$ cat config.mk
export PLATFORM = sky130hd
export DESIGN_NAME = branch_target_calc
export DESIGN_NICKNAME = d
export VERILOG_FILES = /design/src/rtl/bt_pkg.sv /design/src/rtl/bt_opsize.sv /design/src/rtl/bt_operand_sel.sv /design/src/rtl/bt_target.sv /design/src/rtl/branch_target_calc.sv
export SDC_FILE = /design/constraint.sdc
export NUM_CORES = 1
export LEC_CHECK = 0
export BUFFER_PORTS_ARGS = -buffer_cell sky130_fd_sc_hd__buf_2
export CAP_MARGIN = 20
export CORE_ASPECT_RATIO = 1.2
export CORE_MARGIN = 3
export CORE_UTILIZATION = 47
export CTS_CLUSTER_DIAMETER = 50
export CTS_CLUSTER_SIZE = 30
export DETAILED_ROUTE_END_ITERATION = 12
export PLACE_DENSITY = 0.84
export RECOVER_POWER = 50
export SLEW_MARGIN = 20
export SYNTH_ARGS = -nofsm -noshare
export SYNTH_HDL_FRONTEND = slang
export SYNTH_HIERARCHICAL = 1
export SYNTH_SLANG_ARGS = --single-unit
$ cat constraint.sdc
create_clock -name clk -period 3.2 [get_ports clk]
set_input_delay 0.16 -clock clk [delete_from_list [all_inputs] [get_ports clk]]
set_output_delay 0.16 -clock clk [all_outputs]
set_load 0.005 [all_outputs]
$ cat src/rtl/bt_pkg.sv
package bt_pkg;
    localparam int BT_AW = 32;
    localparam int BT_NW = 16;
    localparam int BT_SW = 8;

    typedef enum logic [1:0] {
        FORM_SHORT = 2'b00,
        FORM_FULL  = 2'b01,
        FORM_IND   = 2'b10,
        FORM_IND2  = 2'b11
    } bt_form_e;

    typedef struct packed {
        logic             vld;
        logic [BT_AW-1:0] tgt;
        logic             op32;
    } bt_out_t;
endpackage

$ cat src/rtl/bt_opsize.sv
module bt_opsize (
    input  logic cs_default32,
    input  logic opsize_prefix,
    output logic op32
);
    // prefix toggles the segment default size
    always_comb begin
        op32 = cs_default32 ^ opsize_prefix;
    end
endmodule

$ cat src/rtl/bt_operand_sel.sv
module bt_operand_sel #(
    parameter int AW = bt_pkg::BT_AW,
    parameter int NW = bt_pkg::BT_NW,
    parameter int SW = bt_pkg::BT_SW
) (
    input  logic [1:0]    form,
    input  logic          op32,
    input  logic [AW-1:0] disp,
    input  logic [AW-1:0] ind_operand,
    output logic [AW-1:0] addend,
    output logic          use_ip
);
    localparam int SPAD = AW - SW;
    localparam int NPAD = AW - NW;

    logic [AW-1:0] short_ext;
    logic [AW-1:0] narrow_ext;
    logic [AW-1:0] ind_ext;

    always_comb begin
        short_ext  = {{SPAD{disp[SW-1]}}, disp[SW-1:0]};
        narrow_ext = {{NPAD{disp[NW-1]}}, disp[NW-1:0]};
        ind_ext    = op32 ? ind_operand : {{NPAD{1'b0}}, ind_operand[NW-1:0]};
        use_ip     = !form[1];
        if (form[1]) begin
            addend = ind_ext;
        end else if (form[0]) begin
            addend = op32 ? disp : narrow_ext;
        end else begin
            addend = short_ext;
        end
    end
endmodule

$ cat src/rtl/bt_target.sv
module bt_target #(
    parameter int AW = bt_pkg::BT_AW,
    parameter int NW = bt_pkg::BT_NW
) (
    input  logic [AW-1:0] cur_ip,
    input  logic [AW-1:0] addend,
    input  logic          use_ip,
    input  logic          op32,
    output logic [AW-1:0] tgt
);
    localparam int NPAD = AW - NW;

    logic [AW-1:0] base;
    logic [AW-1:0] sum;

    always_comb begin
        base = use_ip ? cur_ip : '0;
        sum  = base + addend;        // carry out of the top bit is dropped
        tgt  = op32 ? sum : {{NPAD{1'b0}}, sum[NW-1:0]};
    end
endmodule

$ cat src/rtl/branch_target_calc.sv
module branch_target_calc
    import bt_pkg::*;
#(
    parameter bit REG_OUT = 1'b1
) (
    input  logic             clk,
    input  logic             rst,
    input  logic             in_valid,
    input  logic [BT_AW-1:0] cur_ip,
    input  logic             cs_default32,
    input  logic             opsize_prefix,
    input  logic [1:0]       form,
    input  logic [BT_AW-1:0] disp,
    input  logic [BT_AW-1:0] ind_operand,
    output logic             out_valid,
    output logic [BT_AW-1:0] target,
    output logic             op32
);
    logic             op32_c;
    logic [BT_AW-1:0] addend_c;
    logic             use_ip_c;
    logic [BT_AW-1:0] tgt_c;

    bt_opsize u_opsize (
        .cs_default32 (cs_default32),
        .opsize_prefix(opsize_prefix),
        .op32         (op32_c)
    );

    bt_operand_sel #(.AW(BT_AW), .NW(BT_NW), .SW(BT_SW)) u_sel (
        .form       (form),
        .op32       (op32_c),
        .disp       (disp),
        .ind_operand(ind_operand),
        .addend     (addend_c),
        .use_ip     (use_ip_c)
    );

    bt_target #(.AW(BT_AW), .NW(BT_NW)) u_tgt (
        .cur_ip(cur_ip),
        .addend(addend_c),
        .use_ip(use_ip_c),
        .op32  (op32_c),
        .tgt   (tgt_c)
    );

    generate
        if (REG_OUT) begin : g_reg
            bt_out_t out_d;
            bt_out_t out_q;

            always_comb begin
                out_d     = out_q;
                out_d.vld = in_valid;
                if (in_valid) begin
                    out_d.tgt  = tgt_c;
                    out_d.op32 = op32_c;
                end
            end

            always_ff @(posedge clk) begin
                if (rst) begin
                    out_q <= '0;
                end else begin
                    out_q <= out_d;
                end
            end

            assign out_valid = out_q.vld;
            assign target    = out_q.tgt;
            assign op32      = out_q.op32;

            // valid follows the request one clock later
            assert_valid_latency_R7: assert property (@(posedge clk) disable iff (rst)
                in_valid |=> out_valid);
            assert_valid_idle_R7: assert property (@(posedge clk) disable iff (rst)
                !in_valid |=> !out_valid);
            // an idle cycle keeps the result
            assert_hold_idle_R8: assert property (@(posedge clk) disable iff (rst)
                !in_valid |=> ($stable(target) && $stable(op32)));
            // reset clears the stage
            assert_reset_clear_R9: assert property (@(posedge clk)
                rst |=> (!out_valid && target == '0 && !op32));
            // a 16-bit result has no upper bits
            assert_narrow_mask_R5: assert property (@(posedge clk) disable iff (rst)
                (out_valid && !op32) |-> (target[BT_AW-1:BT_NW] == '0));
            // a 32-bit indirect target is the operand unchanged
            assert_ind_wide_R6: assert property (@(posedge clk) disable iff (rst)
                (in_valid && form[1] && (cs_default32 != opsize_prefix))
                |=> (target == $past(ind_operand)));
            // size flag matches the size bits of the request
            assert_opsize_R1: assert property (@(posedge clk) disable iff (rst)
                in_valid |=> (op32 == ($past(cs_default32) ^ $past(opsize_prefix))));
        end else begin : g_comb
            assign out_valid = in_valid;
            assign target    = tgt_c;
            assign op32      = op32_c;
        end
    endgenerate
endmodule

==> results of run 1 <==
[cell usage after synthesis (2+ instances only)]
library cell | count | area (sq um)
xor2_1 | 6 | 52.6
xnor2_1 | 15 | 131
nand2_1 | 73 | 274
a21o_1 | 11 | 82.6
and2_1 | 33 | 206
nand2b_1 | 11 | 68.8
nor3_1 | 6 | 30.0
buf_12 | 3 | 60.1
a31oi_1 | 3 | 18.8
inv_1 | 3 | 11.3
a221oi_1 | 8 | 70.1
ha_1 | 31 | 388
o211ai_1 | 3 | 22.5
o21a_1 | 4 | 30.0
a211oi_2 | 2 | 25.0
nand3_1 | 9 | 45.0
mux2i_1 | 41 | 410
nor2b_1 | 4 | 25.0
nor2_1 | 60 | 225
a221oi_2 | 10 | 150
a21oi_1 | 36 | 180
buf_6 | 5 | 56.3
o21ai_2 | 2 | 17.5
mux2_2 | 8 | 90.1
a21boi_0 | 3 | 22.5
clkbuf_1 | 24 | 90.1
o21bai_1 | 4 | 30.0
dfxtp_1 | 34 | 681
or2_2 | 2 | 12.5
or3_1 | 2 | 12.5
nand4_1 | 10 | 62.6
o21ai_0 | 24 | 120
nand4b_1 | 2 | 17.5
buf_2 | 10 | 50.1
nor3b_1 | 2 | 15.0
[worst register-to-register path, cell delays in order (launching register included)]
cell     delay [ns]
dfxtp_1        0.36
mux2i_1        0.21
nor2_1         0.06
[per-layer routing]
metal | vias up | GRT usage
met2 | 163 | 0.512
met5 | - | 0
li1 | 2253 | -
met3 | 40 | 0.0334
met1 | 2136 | 0.280
met4 | 0 | 0.120
[where the power goes]
group	total [mW]	internal [mW]	switching (mW)
Clock	0.485	0.312	0.172
Combinational	1.02	0.490	0.534
Sequential	0.492	0.466	0.0250
[cell usage in the layout (no fill, tap or decap), drive strengths merged, types with 12 or more instances in the layout]
cell type and instances:
and2 33, buf 200, dfxtp 34, clkbuf 20, nand2 73, ha 31
xnor2 15, a21o 12, o21ai 26, mux2i 41, a221oi 18, a21oi 38
nor2 60
[repair_timing]
action	4_1_cts	5_1_grt
resized for setup	0	13
endpoints found under the setup margin	0	7
buffers inserted	0	0
[sequential cells by signal, summed over array words and instances (netlist names)]
register / flops
op32: 1
target: 32
out_valid: 1
[layout make-up]
class	count	area [sq um]
flip-flops and latches	34	681
fillers	759	2810
inverters	4	15.0
repair buffers	215	1290
clock inverters	3	68.8
clock buffers	5	68.8
multi-input cells	453	3210
well taps	114	143
[kinds of logic after synthesis]
| family | share of synthesized area |
|---|---|
| adder cells (fa/ha/maj) | 0.0995 |
| multiplexers | 0.122 |
| XOR/XNOR | 0.0449 |
| flip-flops | 0.166 |
| AND/OR/NAND/NOR | 0.252 |
| AO/OA/AOI/OAI | 0.249 |
| buffers and inverters | 0.0662 |
[final timing paths]
check | from | to | slack [ns] | cells past startpoint
hold reg to reg | target[22] | target[22] | 0.50 | 2
setup / recovery | opsize_prefix | target[31] | 0.11 | 17
hold / removal | rst | target[16] | 0.36 | 2
setup reg to reg | op32 | op32 | 2.44 | 2
==> flow_metrics.tcl, run 1 <==
set metrics [dict create \
    p_per_area_nw_per_um2 365 \
    placed_cell_area_sq_um 5300 \
    num_rows 36 \
    crit_buf_inv 4 \
    max_freq_mhz 324 \
    clock_path_buffers 2 \
    dp_hpwl_mm 11.2 \
    cts_max_level 2 \
    routed-via-count 4592 \
    final_util 0.661 \
    cp.arrival_ns 3.24 \
    synthFlopType "dfxtp_1" \
    synth_edf_count 0 \
    cpPeakStageDelay_ns 0.36 \
    initial_utilization 0.495 \
    cts-root-buf "clkbuf_8" \
    syn-num-nets 668 \
    insertedDiodeCount 0 \
    path_cells "buf_2, xor2_4, nand2b_1, and3_2, buf_12, a221oi_2, ha_1, a21oi_1, o21ai_0, o21bai_1, o311ai_0, buf_4, o211ai_1, o31ai_1, buf_4, mux2i_1, nor2_1" \
    ys_types 64 \
    wl_mm 13.5 \
    die_x_um 91.3 \
    fin_cells 828 \
    gp_congestion 0.960 \
    cts.sinks 34 \
    crit_path_frequent_cell "buf_4" \
    startpoint_type "primary input" \
    grt_max_degree 36 \
    wl_met3_um 570 \
    cap_violations 0 \
    antenna_found_initial 0 \
    dr.first_iter.drc_count 183 \
    cp.required_ns 3.36 \
    synthArstFlopShare 0 \
    holdWs_ns 0.362 \
    grt_pass1_wl_mm 21.1 \
    synth.avg_cell_area_sq_um 7.69 \
    top_layer_used "met4" \
    clk_pin_slew_ns 0.08 \
    total_power_mw 2.00 \
    wl_met2_mm 7.28 \
    worst_pin_slew_ns 1.39 \
    numCtsBuffers 5 \
    finalHoldViolations 0 \
    final_area_sq_um 5480 \
    yosys_warnings 6 \
    core_area_sq_um 8290 \
    min_path_type "primary input to flip-flop" \
    status "finished, final reports clean" \
    path_delay_family "compound AO/OA/AOI/OAI gates" \
    placed_cells 820 \
    syn_area_sq_um 4100 \
    path_class "primary input to flip-flop" \
    cts_tree "yes" \
    grt_pass1_vias 4514 \
    drv_slew 0 \
    drtPass1Iterations 5 \
    wire_per_inst_um 16.3 \
    grt_usage 0.263 \
    layout.nets 848 \
    drc 0 \
    antenna_left 0 \
    period_minus_slack_ns 3.09 \
    wl_met1_mm 5.09 \
    port-buffer-count 136 \
    die_area_sq_um 9890 \
    irDropWorstVdd_mv 0.250 \
    syn_to_final_growth_pct 33.5 \
    finalSetupTns_ns 0 \
    syn-instance-count 533 \
    critPathMaxFanout 8 \
    crit_path_top_delay_cell "ha_1" \
    finalCritPeriodShare 0.964 \
    drive_gt1_frac 0.359 \
    p_leak_nw 2.71 \
    slew_headroom 0.0738 \
    setup_slack_ns 0.114 \
    clock_latency_ns 0.29 \
    fp.dieH_um 108 \
    synth.ff_latch_count 34 \
    fin_skew_ns 0 \
    synth-seq-area-share 0.166 \
    end_kind "flip-flop" \
    grt-ovfl-total 0 \
    post-place-ws_ns -0.305 \
    ctsHoldBuffers 0 \
    via_per_inst 5.55 \
    ios 137 \
    setup_viol 0 \
]
(Power assumes the default switching activity.)
==> run 2, diff against run 1 <==
--- a/config.mk
+++ b/config.mk
@@ -9,11 +9,12 @@
 export CAP_MARGIN = 20
 export CORE_ASPECT_RATIO = 1.2
 export CORE_MARGIN = 3
-export CORE_UTILIZATION = 47
+export CORE_UTILIZATION = 48
+export CTS_BUF_LIST = sky130_fd_sc_hd__clkbuf_2 sky130_fd_sc_hd__clkbuf_4 sky130_fd_sc_hd__clkbuf_8
 export CTS_CLUSTER_DIAMETER = 50
 export CTS_CLUSTER_SIZE = 30
 export DETAILED_ROUTE_END_ITERATION = 12
-export PLACE_DENSITY = 0.84
+export PLACE_DENSITY = 0.86
 export RECOVER_POWER = 50
 export SLEW_MARGIN = 20
 export SYNTH_ARGS = -nofsm -noshare
==> run 2 against run 1 <==
  * Non-clock buffer count shrank 18
  * Sequential power is essentially flat
  * Flip-flop and latch count is the same
  * Sequential share of layout area grew 0.41 points
  * Core utilization shrank 1.4 points
  * Critical path depth shrank 2
  * Combinational power shrank 4%
  * Maximum frequency grew 0.48%
  * Clock skew is the same
  * Clock power shrank 18%
  * Critical path type unchanged
  * Largest cell class unchanged
  * Highest routed layer unchanged
==> flow_metrics.tcl, run 2 (synthesis gave the netlist of run 1 again) <==
set metrics [dict create \
    status "finished, final reports clean" \
    period_minus_slack_ns 3.07 \
    grt_pass1_wl_mm 20.1 \
    grt_max_degree 39 \
    reg2reg_slack_ns 2.54 \
    cts.sinks 34 \
    end_kind "flip-flop" \
    routed-via-count 4450 \
    cp.arrival_ns 3.22 \
    fin_cells 810 \
    clk_pin_slew_ns 0.08 \
    swShare 0.375 \
    seq_power_share 0.262 \
    cts-root-buf "clkbuf_8" \
    path_class "primary input to flip-flop" \
    clock_path_buffers 2 \
    startpoint_type "primary input" \
    dp_hpwl_mm 10.7 \
    via_per_inst 5.49 \
    finalHoldViolations 0 \
    p_leak_nw 2.61 \
    gp_congestion 0.945 \
    max_freq_mhz 326 \
    cts_max_level 2 \
    critPathMaxFanout 12 \
    drive_gt1_frac 0.338 \
    grt_usage 0.254 \
    p_sw_mw 0.702 \
    min_path_type "primary input to flip-flop" \
    grt_pass1_vias 4461 \
    finalCritPeriodShare 0.960 \
    power_frac_comb 0.526 \
    holdPathStages 2 \
    p_per_area_nw_per_um2 353 \
    antenna_left 0 \
    fin_skew_ns 0 \
    num_rows 36 \
    rr_worst_depth 2 \
    grt-ovfl-total 0 \
    wl_mm 12.8 \
    syn_to_final_growth_pct 29.3 \
    largest_register_ffs 32 \
    fp.dieH_um 107 \
    irDropWorstVdd_mv 0.222 \
    antenna_found_initial 0 \
    layout.nets 830 \
    numCtsBuffers 5 \
    worst_pin_slew_ns 0.976 \
    final_util 0.647 \
    port-buffer-count 136 \
    wire_per_inst_um 15.8 \
    ctsHoldBuffers 0 \
    slew_headroom 0.350 \
    layout_common_cells "buf_2, nand2_1, nor2_1" \
    core_area_sq_um 8200 \
    drtPass1Iterations 5 \
    setup_viol 0 \
    dr.first_iter.drc_count 230 \
    cap_violations 0 \
    die_area_sq_um 9690 \
    clock_latency_ns 0.28 \
    die_x_um 90.4 \
    final_common_cell "buf_2" \
    nFillCells 729 \
    drv_slew 0 \
    ios 137 \
    cp.required_ns 3.35 \
    placed_cells 801 \
    initial_utilization 0.500 \
    insertedDiodeCount 0 \
    cts_tree "yes" \
    clkPwrFrac 0.212 \
    internal_power_mw 1.17 \
    drc 0 \
]
run 2: final cells by class:
type,instances,area [sq um],share of cell area
Clock buffer,5,68.8,0.0130
Clock inverter,3,45.0,0.00850
Inverter,4,15.0,0.00283
Multi-Input combinational cell,453,3190,0.602
Sequential cell,34,681,0.128
Tap cell,114,143,0.0269
Timing Repair Buffer,197,1160,0.218
run 2: timing repair:
action,4_1_cts,5_1_grt
endpoints found under the hold margin,0,0
setup buffers,0,1
resized for setup,0,9
setup endpoints to repair,0,2
run 2: metal layers:
metal  global-route usage  part of all wire  vias to the layer above
met1                0.257              0.37                     2021
met2                0.498              0.53                      163
met3               0.0435             0.049                       46
li1                     -                 -                     2220
met5                    0                 0                        -
met4                0.125             0.049                        0
run 2: power by group through the flow:
| stage | registers, mW | logic, mW | clock network [mW] |
|---|---|---|---|
| after floorplan | 0.500 | 0.606 | 0 |
| after global placement | 0.498 | 0.950 | 0 |
| after detailed placement | 0.499 | 0.967 | 0 |
| after CTS | 0.490 | 0.971 | 0.403 |
| after global routing | 0.495 | 1.07 | 0.426 |
| final | 0.490 | 0.984 | 0.397 |
run 2: through the flow:
stage	hold WS, ns	area, sq um	total power, mW	TNS, ns	setup WS (ns)
finish	0.379	5300	1.87	0	0.129
global route	0.394	5300	1.99	-0.0108	-0.0108
CTS	0.375	5280	1.86	0	0.121
detailed placement	0.479	5160	1.47	-0.423	-0.150
global placement	0.469	5160	1.45	-0.130	-0.0718
floorplan	0.384	4100	1.11	0	0.0687
run 2: final timing paths:
path	start	to
worst max register to register	target[31]	target[31]
worst max-delay path	form[1]	target[16]
worst min register to register	target[20]	target[20]
worst min-delay path	rst	target[3]
run 2: worst max-delay path: stages:
cell and delay (ns):
buf_2 0.24, inv_1 0.13, buf_4 0.17, and2_1 0.15, ha_1 0.20, fa_1 0.41, a211oi_2 0.23, o21a_2 0.21
a21boi_2 0.09, o41a_4 0.39, a211oi_4 0.33, xor2_1 0.20, nor2_1 0.08, mux2i_1 0.15, nor2_1 0.06
